--- config.mk ---
export PLATFORM = sky130hd
export DESIGN_NAME = hcmp_lane
export DESIGN_NICKNAME = d
export VERILOG_FILES = /design/src/rtl/hcmp_pkg.sv /design/src/rtl/hcmp_classify.sv /design/src/rtl/hcmp_decode.sv /design/src/rtl/hcmp_relation.sv /design/src/rtl/hcmp_lane.sv
export SDC_FILE = /design/constraint.sdc
export NUM_CORES = 1
export LEC_CHECK = 0
export ABC_AREA = 0
export BUFFER_PORTS_ARGS = -buffer_cell sky130_fd_sc_hd__buf_2
export CORE_AREA = 2 2 51 62
export DETAILED_ROUTE_END_ITERATION = 12
export DIE_AREA = 0 0 53 64
export PLACE_DENSITY = 0.6
export SETUP_SLACK_MARGIN = 0.15
export SYNTH_ARGS = -nofsm -noshare
export SYNTH_HDL_FRONTEND = slang
export SYNTH_SLANG_ARGS = --single-unit
--- constraint.sdc ---
create_clock -name clk -period 2.4 [get_ports clk]
set_clock_uncertainty 0.1 [all_clocks]
set_input_delay 0.12 -clock clk [delete_from_list [all_inputs] [get_ports clk]]
set_output_delay 0.12 -clock clk [all_outputs]
set_load 0.01 [all_outputs]
--- src/rtl/hcmp_pkg.sv ---
package hcmp_pkg;

    typedef enum logic [2:0] {
        CMP_NONE,
        CMP_EQ,
        CMP_GE,
        CMP_GT,
        CMP_AGE,
        CMP_AGT
    } cmp_kind_e;

    typedef enum logic {
        ST_IDLE,
        ST_EMIT
    } out_state_e;

    typedef struct packed {
        logic is_nan;
        logic is_snan;
    } fp_class_t;

    localparam logic [4:0] OPC_EQ  = 5'h04;
    localparam logic [4:0] OPC_GE  = 5'h14;
    localparam logic [4:0] OPC_GT  = 5'h1C;
    localparam logic [4:0] OPC_AGE = 5'h15;
    localparam logic [4:0] OPC_AGT = 5'h1D;

endpackage

--- src/rtl/hcmp_classify.sv ---
module hcmp_classify
    import hcmp_pkg::*;
#(
    parameter int EXP_W = 5,
    parameter int MAN_W = 10,
    localparam int W = 1 + EXP_W + MAN_W
) (
    input  logic [W-1:0] val,
    output fp_class_t    cls
);
    logic [EXP_W-1:0] expo;
    logic [MAN_W-1:0] mant;

    always_comb begin
        expo        = val[W-2 -: EXP_W];
        mant        = val[MAN_W-1:0];
        cls.is_nan  = (&expo) && (|mant);
        // the top fraction bit marks a quiet NaN
        cls.is_snan = cls.is_nan && !mant[MAN_W-1];
    end
endmodule

--- src/rtl/hcmp_decode.sv ---
module hcmp_decode
    import hcmp_pkg::*;
(
    input  logic [4:0] opcode,
    output cmp_kind_e  kind
);
    always_comb begin
        case (opcode)
            OPC_EQ:  kind = CMP_EQ;
            OPC_GE:  kind = CMP_GE;
            OPC_GT:  kind = CMP_GT;
            OPC_AGE: kind = CMP_AGE;
            OPC_AGT: kind = CMP_AGT;
            default: kind = CMP_NONE;
        endcase
    end
endmodule

--- src/rtl/hcmp_relation.sv ---
module hcmp_relation
    import hcmp_pkg::*;
#(
    parameter int EXP_W = 5,
    parameter int MAN_W = 10,
    localparam int W = 1 + EXP_W + MAN_W
) (
    input  logic [W-1:0] a,
    input  logic [W-1:0] b,
    input  logic         mag_only,
    output logic         rel_eq,
    output logic         rel_gt,
    output logic         any_nan,
    output logic         any_snan
);
    logic [W-1:0] opnd [2];
    fp_class_t    cls  [2];

    assign opnd[0] = a;
    assign opnd[1] = b;

    for (genvar g = 0; g < 2; g++) begin : g_cls
        hcmp_classify #(.EXP_W(EXP_W), .MAN_W(MAN_W)) u_cls (
            .val (opnd[g]),
            .cls (cls[g])
        );
    end

    logic         sa, sb;
    logic [W-2:0] ma, mb;
    logic         ordered;

    always_comb begin
        ma       = a[W-2:0];
        mb       = b[W-2:0];
        sa       = a[W-1] && !mag_only;
        sb       = b[W-1] && !mag_only;
        any_nan  = cls[0].is_nan  || cls[1].is_nan;
        any_snan = cls[0].is_snan || cls[1].is_snan;
        ordered  = !any_nan;
        rel_eq   = ordered && (((ma == '0) && (mb == '0)) || ((sa == sb) && (ma == mb)));
        if (!ordered || rel_eq) begin
            rel_gt = 1'b0;
        end else if (sa != sb) begin
            rel_gt = !sa;
        end else if (sa) begin
            rel_gt = ma < mb;
        end else begin
            rel_gt = ma > mb;
        end
    end
endmodule

--- src/rtl/hcmp_lane.sv ---
module hcmp_lane
    import hcmp_pkg::*;
#(
    parameter int EXP_W = 5,
    parameter int MAN_W = 10,
    localparam int W = 1 + EXP_W + MAN_W
) (
    input  logic         clk,
    input  logic         rst,
    input  logic         in_valid,
    input  logic [4:0]   opcode,
    input  logic [W-1:0] opa,
    input  logic [W-1:0] opb,
    output logic         out_valid,
    output logic [W-1:0] mask,
    output logic         inv_flag,
    output logic         bad_op
);
    cmp_kind_e  kind;
    out_state_e state, state_nx;
    logic       rel_eq, rel_gt, any_nan, any_snan;
    logic       mag_only, hit, inv_nx, bad_nx;

    hcmp_decode u_dec (
        .opcode (opcode),
        .kind   (kind)
    );

    assign mag_only = (kind == CMP_AGE) || (kind == CMP_AGT);

    hcmp_relation #(.EXP_W(EXP_W), .MAN_W(MAN_W)) u_rel (
        .a        (opa),
        .b        (opb),
        .mag_only (mag_only),
        .rel_eq   (rel_eq),
        .rel_gt   (rel_gt),
        .any_nan  (any_nan),
        .any_snan (any_snan)
    );

    always_comb begin
        hit    = 1'b0;
        inv_nx = 1'b0;
        bad_nx = 1'b0;
        unique case (kind)
            CMP_EQ: begin
                hit    = rel_eq;
                inv_nx = any_snan;
            end
            CMP_GE, CMP_AGE: begin
                hit    = rel_eq || rel_gt;
                inv_nx = any_nan;
            end
            CMP_GT, CMP_AGT: begin
                hit    = rel_gt;
                inv_nx = any_nan;
            end
            CMP_NONE: begin
                bad_nx = 1'b1;
            end
            default: begin
                bad_nx = 1'b1;
            end
        endcase
    end

    always_comb begin
        unique case (state)
            ST_IDLE: state_nx = in_valid ? ST_EMIT : ST_IDLE;
            ST_EMIT: state_nx = in_valid ? ST_EMIT : ST_IDLE;
            default: state_nx = ST_IDLE;
        endcase
    end

    always_ff @(posedge clk) begin
        if (rst) begin
            state <= ST_IDLE;
        end else begin
            state <= state_nx;
        end
    end

    always_ff @(posedge clk) begin
        if (rst || !in_valid) begin
            mask     <= '0;
            inv_flag <= 1'b0;
            bad_op   <= 1'b0;
        end else begin
            mask     <= {W{hit}};
            inv_flag <= inv_nx;
            bad_op   <= bad_nx;
        end
    end

    assign out_valid = (state == ST_EMIT);
endmodule

Yosys cells after proc, flatten, opt, wreduce, memory -nomap -nowiden --
Index checks and enable logic that the tools add are counted.
Storage, ports and cells: logic and storage cells 59, bits of input ports 40, register bits 4, output and inout bits 19
Cells by class: reduce and logical (&&, ||, !) cells 32, magnitude comparators 2, eq/ne operators 13, muxes and demuxes 8
Operators by type and width (number):
- $logic_not 15->1 | 2
- $eq 5x5->1 const B | 4
- $reduce_or 10->1 | 2
- $eq 15x15->1 | 1
- $gt 15x15->1 | 1
- $lt 15x15->1 | 1
- $pmux 3 s5 | 1
- $reduce_and 5->1 | 2
- $logic_and 1x1->1 | 9
- $logic_or 1x1->1 | 7
- $eq 3x2->1 const B | 2
- $eq 3x3->1 const B | 2
- $logic_not 1->1 | 6
- $eq 5x3->1 const B | 1
- $mux 1 | 5
- $reduce_or 5->1 | 1
- $reduce_or 2->1 | 2
- $reduce_or 4->1 | 1
- $eq 3x1->1 const B | 1
- $pmux 1 s3 | 1
- $pmux 1 s2 | 1
- $eq 1x1->1 | 1
- $ne 1x1->1 | 1

Depth between registers and ports, before layout --
Gate-level depths: netlist of run 1.
word-level depth 14, depth in mapped cells 8, depth with buffers taken out 8

Modules after synthesis --
Synthesis of run 1 repeated with hierarchy kept, for this count alone.
Second synthesis, totals: cells, all modules 127, area total of the unflattened synthesis 925.9 um^2
By module, submodules not included:
- hcmp_relation | instances 1, area an instance 510.5 um^2, cells an instance 73
- hcmp_lane | instances 1, area an instance 277.8 um^2, cells an instance 34
- hcmp_classify | instances 2, area an instance 47.5 um^2, cells an instance 7
- hcmp_decode | instances 1, area an instance 42.5 um^2, cells an instance 6

Worst setup path before layout of run 1 --
No wires, ideal clock.
kind input to register, start point input port opb[4], end point register mask[0] (netlist name), stages 8, required time 2197 ps, library setup time 103 ps, arrival 1842 ps, path buffers 0, setup slack 354 ps, cell sequence inv_1 ha_1 a211oi_2 nor2_1 or3_1 a31o_1 a311o_1 a2111oi_2
On the way: longest elaborated chain between the ends 9, elaborated cells on any way between the ends 18
Ends and longest elaborated chain:
- start: declaration | RTL line hcmp_lane.sv:13 | input logic [W-1:0] opb,
- parallel branches: the longest is 8 deep, another holds $gt 15x15->1
- $pmux 1 s3 * | RTL line hcmp_lane.sv:45 | unique case (kind)
Every way passes the cells marked *. A chain may end at the register's enable or synchronous reset.

Worst setup path in the final report of run 1 --
start point input port opa[2], end point register mask[0] (netlist name)
On the way: longest elaborated chain between the ends 9, elaborated cells on any way between the ends 18
Ends and longest elaborated chain:
- start: declaration | RTL line hcmp_lane.sv:12 | input logic [W-1:0] opa,
- parallel branches: the longest is 8 deep, another holds $gt 15x15->1
- $pmux 1 s3 * | RTL line hcmp_lane.sv:45
Marked as above.

==> out/summary.md, run 1 <==
Setup total negative slack on the finished layout was measured at 0 ns. Yosys attributes the largest share of cell area to sky130_fd_sc_hd__ha_1 23%, sky130_fd_sc_hd__buf_4 14%, sky130_fd_sc_hd__dfxtp_1 9.9%. Counting distinct cell types in the post-synthesis netlist gives 33. Summing internal, switching and leakage power gives 0.277 mW. In the synthesized netlist, the cells that appear most often are 15 x sky130_fd_sc_hd__buf_4, 15 x sky130_fd_sc_hd__ha_1, 15 x sky130_fd_sc_hd__inv_1.

In this run the worst path has a maximum fanout of 3. For the HPWL reported at the end of detailed placement, the log shows 1.93 mm. The minimum clock period is 2.02 ns, and the power density relative to cell area is 262 nW/µm². The number of vias after detailed routing was 950; the row count was 21. STA classifies the critical path endpoint as a flip-flop. Routability-driven placement finished with a final weighted congestion of 0.755.

The hold path endpoint was out_valid$_SDFF_PP0_. In the final design database the tool counted 211 nets. The number of enable flip-flop cells after synthesis is 0. The number of port buffers came out at 58. Top-area cell type share of the netlist area: 0.233.

The worst hold path startpoint was in_valid. The final count of pins violating max slew was 0. The layout overhead on the synthesized area is 31.4%. Derived from the worst setup path, the maximum achievable clock frequency is 496 MHz. Summing every instance area after synthesis gives 806 µm². Summed over all layers, the global routing overflow is 0.

The worst-margin pin slew is 0.428 ns, and the number of DRC markers in iteration 0 is 9. The flow ran to the end, and the final reports show no timing, DRC or antenna violations. After detailed routing, the number of vias per cell comes to 5.05. In this run the clock root is driven by a sky130_fd_sc_hd__clkbuf_4. The tools report the count of synthesis-stage warnings from yosys as 0.

The critical path is of the in -> reg type. The tools report the post-synthesis sequential area ratio as 0.0994. The remaining routing DRC violations is 0, and the number of antenna violations at the first check in global routing is 0. The logs give 107 for the count of mapped cells out of synthesis and 0 for the antenna diode count. TritonCTS built the clock tree. The fraction of synthesis flops using an asynchronous set or reset pin was 0; the data arrival time at the worst-slack endpoint was 2.04 ns. The filler cells instantiated in the layout total 292. STA classifies the critical path startpoint as an input port. The number of H-tree levels is 1. In this run the horizontal extent of the chip is 53 µm. Synthesis produced a netlist with a net count of 162. Setup repair after global routing left no endpoint under its margin.

In this run the worst hold path is classified as in -> reg. The per-instance average area after synthesis works out to 7.53 µm². The headroom to the max-slew limit came out at 0.714. The clock net in this run drives a total of 4 sinks. The fraction of layout instances using a drive strength above 1 was 0.409; the number of buffers on the longest clock path was 2.

Number of synthesized register bits: 4. Routed length per instance: 11.4 µm. The number of max-cap violations was 0. Entering global routing, the biggest net connects 17 pins. The number of primary I/O pins is 59.

For the initial standard-cell utilization of the core, the log shows 0.292. The synthesized design spends more area on one cell type than any other, namely sky130_fd_sc_hd__ha_1. In this run the remaining antenna-violating nets after routing total 0.

The die covers 3390 µm². The die height is 64 µm, and the final hold violation count is 0. The quantity of gates resized following cts came out at 0. The most instantiated flip-flop cell in the synthesis netlist was sky130_fd_sc_hd__dfxtp_1. In this run, CTS created clock tree buffers numbering 3. The worst hold path was traced through 2 stages. For this block, the routed nets add up to 2.15 mm of wire.

The final period utilization works out to 0.840. The tools report the number of failing setup endpoints in the final timing report as 0. The first global-routing pass estimated 3.48 mm of wire. STA puts the critical path data required time at 2.43 ns. For the via count of the first global-routing pass, the log shows 870. The placeable core area was 2760 µm²; the number of optimization iterations in the first detailed-route pass was 4. For the global-route usage over all layers, the log shows 0.130. Summed over all cells, the static leakage comes to 0.607 nW.

VDD sags by at most 134 µV. The clock slew seen by the registers of the worst setup and hold paths was 0.04 ns.
stage by stage:
stage	worst slack, ns	instance area (µm²)	cells	hold WS, ns	util
after floorplan	0.354	806	107	0.111	-
after global placement	0.192	1030	184	0.206	0.372
after detailed placement	0.159	1030	184	0.216	0.372
after CTS	0.388	1060	188	0.0769	0.384
after global routing	0.194	1060	188	0.0877	0.384
final	0.383	1060	188	0.0798	0.384
repair_timing:
item / in CTS / in global routing
hold buffers: 1 / 0
setup endpoints to repair: 0 / 0
buffers inserted: 0 / 0
endpoints found under the hold margin: 1 / 0
sequential cells by signal (all words and copies together) (netlist names):
signal and flops:
bad_op 1, out_valid 1, mask 1, inv_flag 1
cell type report:
type	count	area (µm²)	share of cell area
timing repair buffer	59	300	0.284
sequential	4	80.1	0.0756
multi-input combinational	73	557	0.526
inverter	15	56.3	0.0532
tap	34	42.5	0.0402
clock buffer	3	22.5	0.0213
power breakdown:
group          total [mW]  internal, mW  switching [mW]
clock              0.0808        0.0558          0.0250
sequential         0.0693        0.0688        0.000503
combinational       0.127        0.0632          0.0641
total               0.277         0.188          0.0897
how the worst max path moves through the flow:
stage | start | endpoint | slack [ns] | depth (start not counted)
finish | opa[2] | mask[0]$_SDFF_PP0_ | 0.38 | 8
global placement | opa[2] | mask[0]$_SDFF_PP0_ | 0.19 | 8
CTS | opb[10] | mask[0]$_SDFF_PP0_ | 0.39 | 9
global route | opb[2] | mask[0]$_SDFF_PP0_ | 0.19 | 9
detailed placement | opa[2] | mask[0]$_SDFF_PP0_ | 0.16 | 8
floorplan | opb[4] | mask[0]$_SDFF_PP0_ | 0.35 | 8
kinds of logic (layout without fill, tap and decap cells):
family,count (synthesis),in the layout,synth area share
AOI/OAI and AO/OA,21,21,0.200
adders and majority gates,15,15,0.233
DFF,4,4,0.0994
buffers and inverters,30,77,0.210
xor gates and xnor gates,1,1,0.0109
and+or+nand+nor,36,36,0.247
placed cells by master (no fill, tap or decap), drive strengths merged, types with 2 or more instances in the layout:
cell    count
a21o        2
a21oi       4
and4        2
buf        58
clkbuf      3
dfxtp       4
ha         15
inv        15
nand2       4
nand3       4
nand4       5
nor2        7
nor2b       2
nor4        6
o21ai       3
per-layer routing:
layer,GRT usage,vias to the layer above,routed length (µm)
met5,0,-,0
met4,0.0385,0,0
met3,0.0280,0,235
met2,0.233,49,1070
met1,0.151,421,840
li1,-,480,-
critical path, cell delays in order:
cell	delay, ns
sky130_fd_sc_hd__buf_2	0.11
sky130_fd_sc_hd__ha_1	0.32
sky130_fd_sc_hd__a21oi_1	0.16
sky130_fd_sc_hd__a21oi_1	0.08
sky130_fd_sc_hd__or3_1	0.37
sky130_fd_sc_hd__a31o_1	0.23
sky130_fd_sc_hd__a311o_1	0.37
sky130_fd_sc_hd__a2111oi_2	0.29
Power figures use the tool's default switching activity.
==> inputs of run 2 (changes only) <==
--- a/config.mk
+++ b/config.mk
@@ -5,12 +5,12 @@
 export SDC_FILE = /design/constraint.sdc
 export NUM_CORES = 1
 export LEC_CHECK = 0
-export ABC_AREA = 0
+export ABC_AREA = 1
 export BUFFER_PORTS_ARGS = -buffer_cell sky130_fd_sc_hd__buf_2
-export CORE_AREA = 2 2 51 62
+export CORE_AREA = 2 2 55 67
 export DETAILED_ROUTE_END_ITERATION = 12
-export DIE_AREA = 0 0 53 64
-export PLACE_DENSITY = 0.6
+export DIE_AREA = 0 0 57 69
+export PLACE_DENSITY = 0.58
 export SETUP_SLACK_MARGIN = 0.15
 export SYNTH_ARGS = -nofsm -noshare
 export SYNTH_HDL_FRONTEND = slang
==> constraint.sdc (replaced) <==
create_clock -name clk -period 1.9 [get_ports clk]
set_clock_uncertainty 0.1 [all_clocks]
set_input_delay 0.095 -clock clk [delete_from_list [all_inputs] [get_ports clk]]
set_output_delay 0.095 -clock clk [all_outputs]
set_load 0.01 [all_outputs]
==> out/summary.md, run 2 <==
The logs give 3 (unchanged) for the CTS buffer count and 776 MHz for the fmax. The initial standard-cell utilization of the core was 0.289 (-0.00335); the number of vias per cell after detailed routing was 4.22 (-17%). The post-place setup slack is 0.377 ns (+0.218 ns). The global-route usage over all layers is 0.101 (-0.0292), and the summed instance area of the synthesized netlist is 947 µm² (+18%).

The number of primary I/O pins was 59 (unchanged); the simple-gate share of the synthesized area was 0.417 (+0.171). The sum of negative setup slack is 0 ns (unchanged). The number of nets still failing antenna checks after routing came out at 0 (unchanged).

The logs give 1042 (+9.7%) for the number of vias after detailed routing and 247 (+31%) for the number of standard cells in the layout, taps in and fillers out. Routed length per instance: 8.09 µm (-29%). The final hold violation count was 0 (unchanged). The adder-cell share of the synthesized area was 0.198 (-0.0348); the number of instances in the placed design was 243 (+32%).

The commonest cells after synthesis are 37 x sky130_fd_sc_hd__nand2_1, 32 x sky130_fd_sc_hd__inv_1, 21 x sky130_fd_sc_hd__nor2_1. The layout overhead on the synthesized area is 29.1%. By instance count, the leading cell after synthesis is sky130_fd_sc_hd__nand2_1.

Horizontal extent of the die: 57 µm (+7.5%). The run gives 153 µV (+15%) as the maximum resistive drop on vdd. The post-synthesis cell type count is 19 (-42%). The run gives 1.29 ns (-0.75 ns) as the data arrival time at the worst-slack endpoint.

For the remaining routing DRC violations, the log shows 0 (unchanged). The logs give 2 (unchanged) for the number of buffers on the longest clock path and 0.788 nW (+30%) for the standby leakage power. Root buffer selected by CTS: sky130_fd_sc_hd__clkbuf_8.

The post-synthesis sequential area ratio was 0.0845 (-0.0148). The fraction of layout instances using a drive strength above 1 was 0.348 (-0.0615). Startpoint of the worst setup timing path: opb[14]. The run gives 3.33 mm (-4.4%) as the global-route wire length before repair. The count of synthesis-stage warnings from yosys is 0 (unchanged), and the placer congestion estimate is 0.798 (+5.7%). The run finished with clean final reports.

The maximum fanout along the worst path was 3 (unchanged); the fraction of synthesis flops using an asynchronous set or reset pin was 0 (unchanged). The run gives 0 (unchanged) as the quantity of gates resized following cts. The worst hold path begins at in_valid. The HPWL reported at the end of detailed placement was 1.80 mm (-6.5%); the total detailed-routing wirelength was 2.00 mm (-6.9%). For the placeable core area, the log shows 3280 µm² (+19%).

The clock slew seen by the registers of the worst setup and hold paths is 0.03 ns (about the same), and the utilization after layout is 0.373 (-0.0111). The number of optimization iterations in the first detailed-route pass is 4 (unchanged), and the final period utilization is 0.678. The run gives 4 (unchanged) as the count of clock tree sinks. The worst-margin pin slew is 0.335 ns (-0.0929 ns). The top-area cell type share of the netlist area was 0.198 (-0.0348).

The minimum hold slack was 0.0219 ns (-0.0579 ns). Xor and xnor area share after synthesis: 0 (-0.0109). Leaving out fill and tap cells, the most frequent cells in the layout are 58 x sky130_fd_sc_hd__buf_2, 37 x sky130_fd_sc_hd__nand2_1, 32 x sky130_fd_sc_hd__inv_1. By area, the combinational part of the netlist is dominated by simple AND/OR/NAND/NOR gates. The logs give 389 (+33%) for the final-layout fill cell count and 0.612 ns (+0.229 ns) for the final critical-path setup slack. The number of max-cap violations is 0 (unchanged).

Leaving out fill and tap cells, the most frequent cell in the layout is sky130_fd_sc_hd__buf_2. Antenna diode count: 0 (unchanged). Setup repair after global routing left no endpoint under its margin. The number of port buffers is 58 (unchanged). The logs give 0 (unchanged) for the number of antenna violations at the first check in global routing and 80.1 µm² (unchanged) for the area of all sequential standard cells. The worst setup path is captured at a flip-flop. The tools report the number of failing setup endpoints in the final timing report as 0 (unchanged). The number of enable flip-flop cells after synthesis is 0 (unchanged), and the count of mapped cells out of synthesis is 163 (+52%).

The tools report the layout net count as 267 (+27%). The tools report the final count of pins violating max slew as 0 (unchanged). The critical path class is in -> reg. For the number of DRC markers in iteration 0, the log shows 24 (+15).

Type of the tightest min-delay check: in -> reg. Fraction of synthesized area in multiplexers: 0 (unchanged). The cell taking the most area after synthesis was sky130_fd_sc_hd__ha_1. In the synthesized netlist the dominant register cell turns out to be sky130_fd_sc_hd__dfxtp_1. The synthesized-area fraction occupied by ao, oa, aoi and oai cells works out to 0.0542 (-0.146). The area enclosed by the die boundary is 3930 µm² (+16%), and the number of synthesized register bits is 4 (unchanged). TritonCTS built the clock tree. The total nets after synthesis came out at 218 (+35%). The per-instance average area after synthesis is 5.81 µm² (-23%).

Required time of the critical path: 1.90 ns (-0.53 ns). The via count of the first global-routing pass was 865 (-0.57%). In the post-synthesis netlist, the biggest area contributors are sky130_fd_sc_hd__ha_1 20%, sky130_fd_sc_hd__nand2_1 15%, sky130_fd_sc_hd__inv_1 13%. The logs give 23 (+9.5%) for the row count and 1 (unchanged) for the number of H-tree levels. The minimum clock period was 1.29 ns; the die height was 69 µm (+7.8%). The largest net degree at the start of global routing was 17 (unchanged); the total area of multi-input combinational cells was 634 µm² (+14%). The headroom to the max-slew limit is 0.776 (+0.0622). The residual overflow from global routing is 0 (unchanged), and the power density relative to cell area is 357 nW/µm² (+36%).

STA classifies the critical path startpoint as an input port.
==> run 2: worst paths after layout <==
kind / depth (start not counted) / to / slack [ns]
max: 14 / mask[0]$_SDFF_PP0_ / 0.61
min: 3 / out_valid$_SDFF_PP0_ / 0.02
==> run 2: through the flow <==
step	instance area [µm²]	power, mW
finish	1220	0.437
global route	1220	0.477
CTS	1220	0.443
detailed placement	1170	0.264
global placement	1170	0.264
floorplan	947	0.193
==> run 2: where the power goes <==
| part | total [mW] | switching (mW) | leakage (nW) | internal [mW] |
|---|---|---|---|---|
| Sequential | 0.0876 | 0.000547 | 0.0327 | 0.0871 |
| Combinational | 0.175 | 0.0942 | 0.734 | 0.0805 |
| Clock | 0.175 | 0.0399 | 0.0216 | 0.135 |
==> run 2: what timing repair did <==
| item | in CTS | in global routing |
|---|---|---|
| endpoints found under the hold margin | 1 | 0 |
| hold buffers | 1 | 0 |
| setup buffers | 0 | 0 |
==> run 2: area by class of cell <==
cell class / instances / share of cell area
Sequential cell: 4 / 0.0655
Clock buffer: 3 / 0.0338
Inverter: 32 / 0.0983
Timing Repair Buffer: 59 / 0.246
Multi-Input combinational cell: 112 / 0.519
Tap cell: 37 / 0.0379
==> run 2: kinds of logic after synthesis <==
group	Yosys count
flops	4
simple gates	87
compound gates	10
fa+ha+maj	15
buf+inv	47
==> run 2: routing by layer <==
| layer | share of wire | global-route usage | vias up |
|---|---|---|---|
| met5 | 0 | 0 | - |
| met4 | 0 | 0.0310 | 0 |
| met3 | 0.084 | 0.0244 | 0 |
| met2 | 0.47 | 0.169 | 39 |
| met1 | 0.44 | 0.127 | 420 |
| li1 | - | - | 583 |
==> run 2: critical path, stage by stage <==
cell	delay, ns
sky130_fd_sc_hd__buf_2	0.10
sky130_fd_sc_hd__inv_1	0.04
sky130_fd_sc_hd__ha_1	0.28
sky130_fd_sc_hd__nand2_1	0.08
sky130_fd_sc_hd__nor2_2	0.14
sky130_fd_sc_hd__nand2_2	0.09
sky130_fd_sc_hd__nor2_4	0.10
sky130_fd_sc_hd__nand3_2	0.07
sky130_fd_sc_hd__nand2_2	0.07
sky130_fd_sc_hd__nand2_1	0.05
sky130_fd_sc_hd__nand2_1	0.05
sky130_fd_sc_hd__nand2_1	0.04
sky130_fd_sc_hd__nand2_1	0.05
sky130_fd_sc_hd__nor2_1	0.04
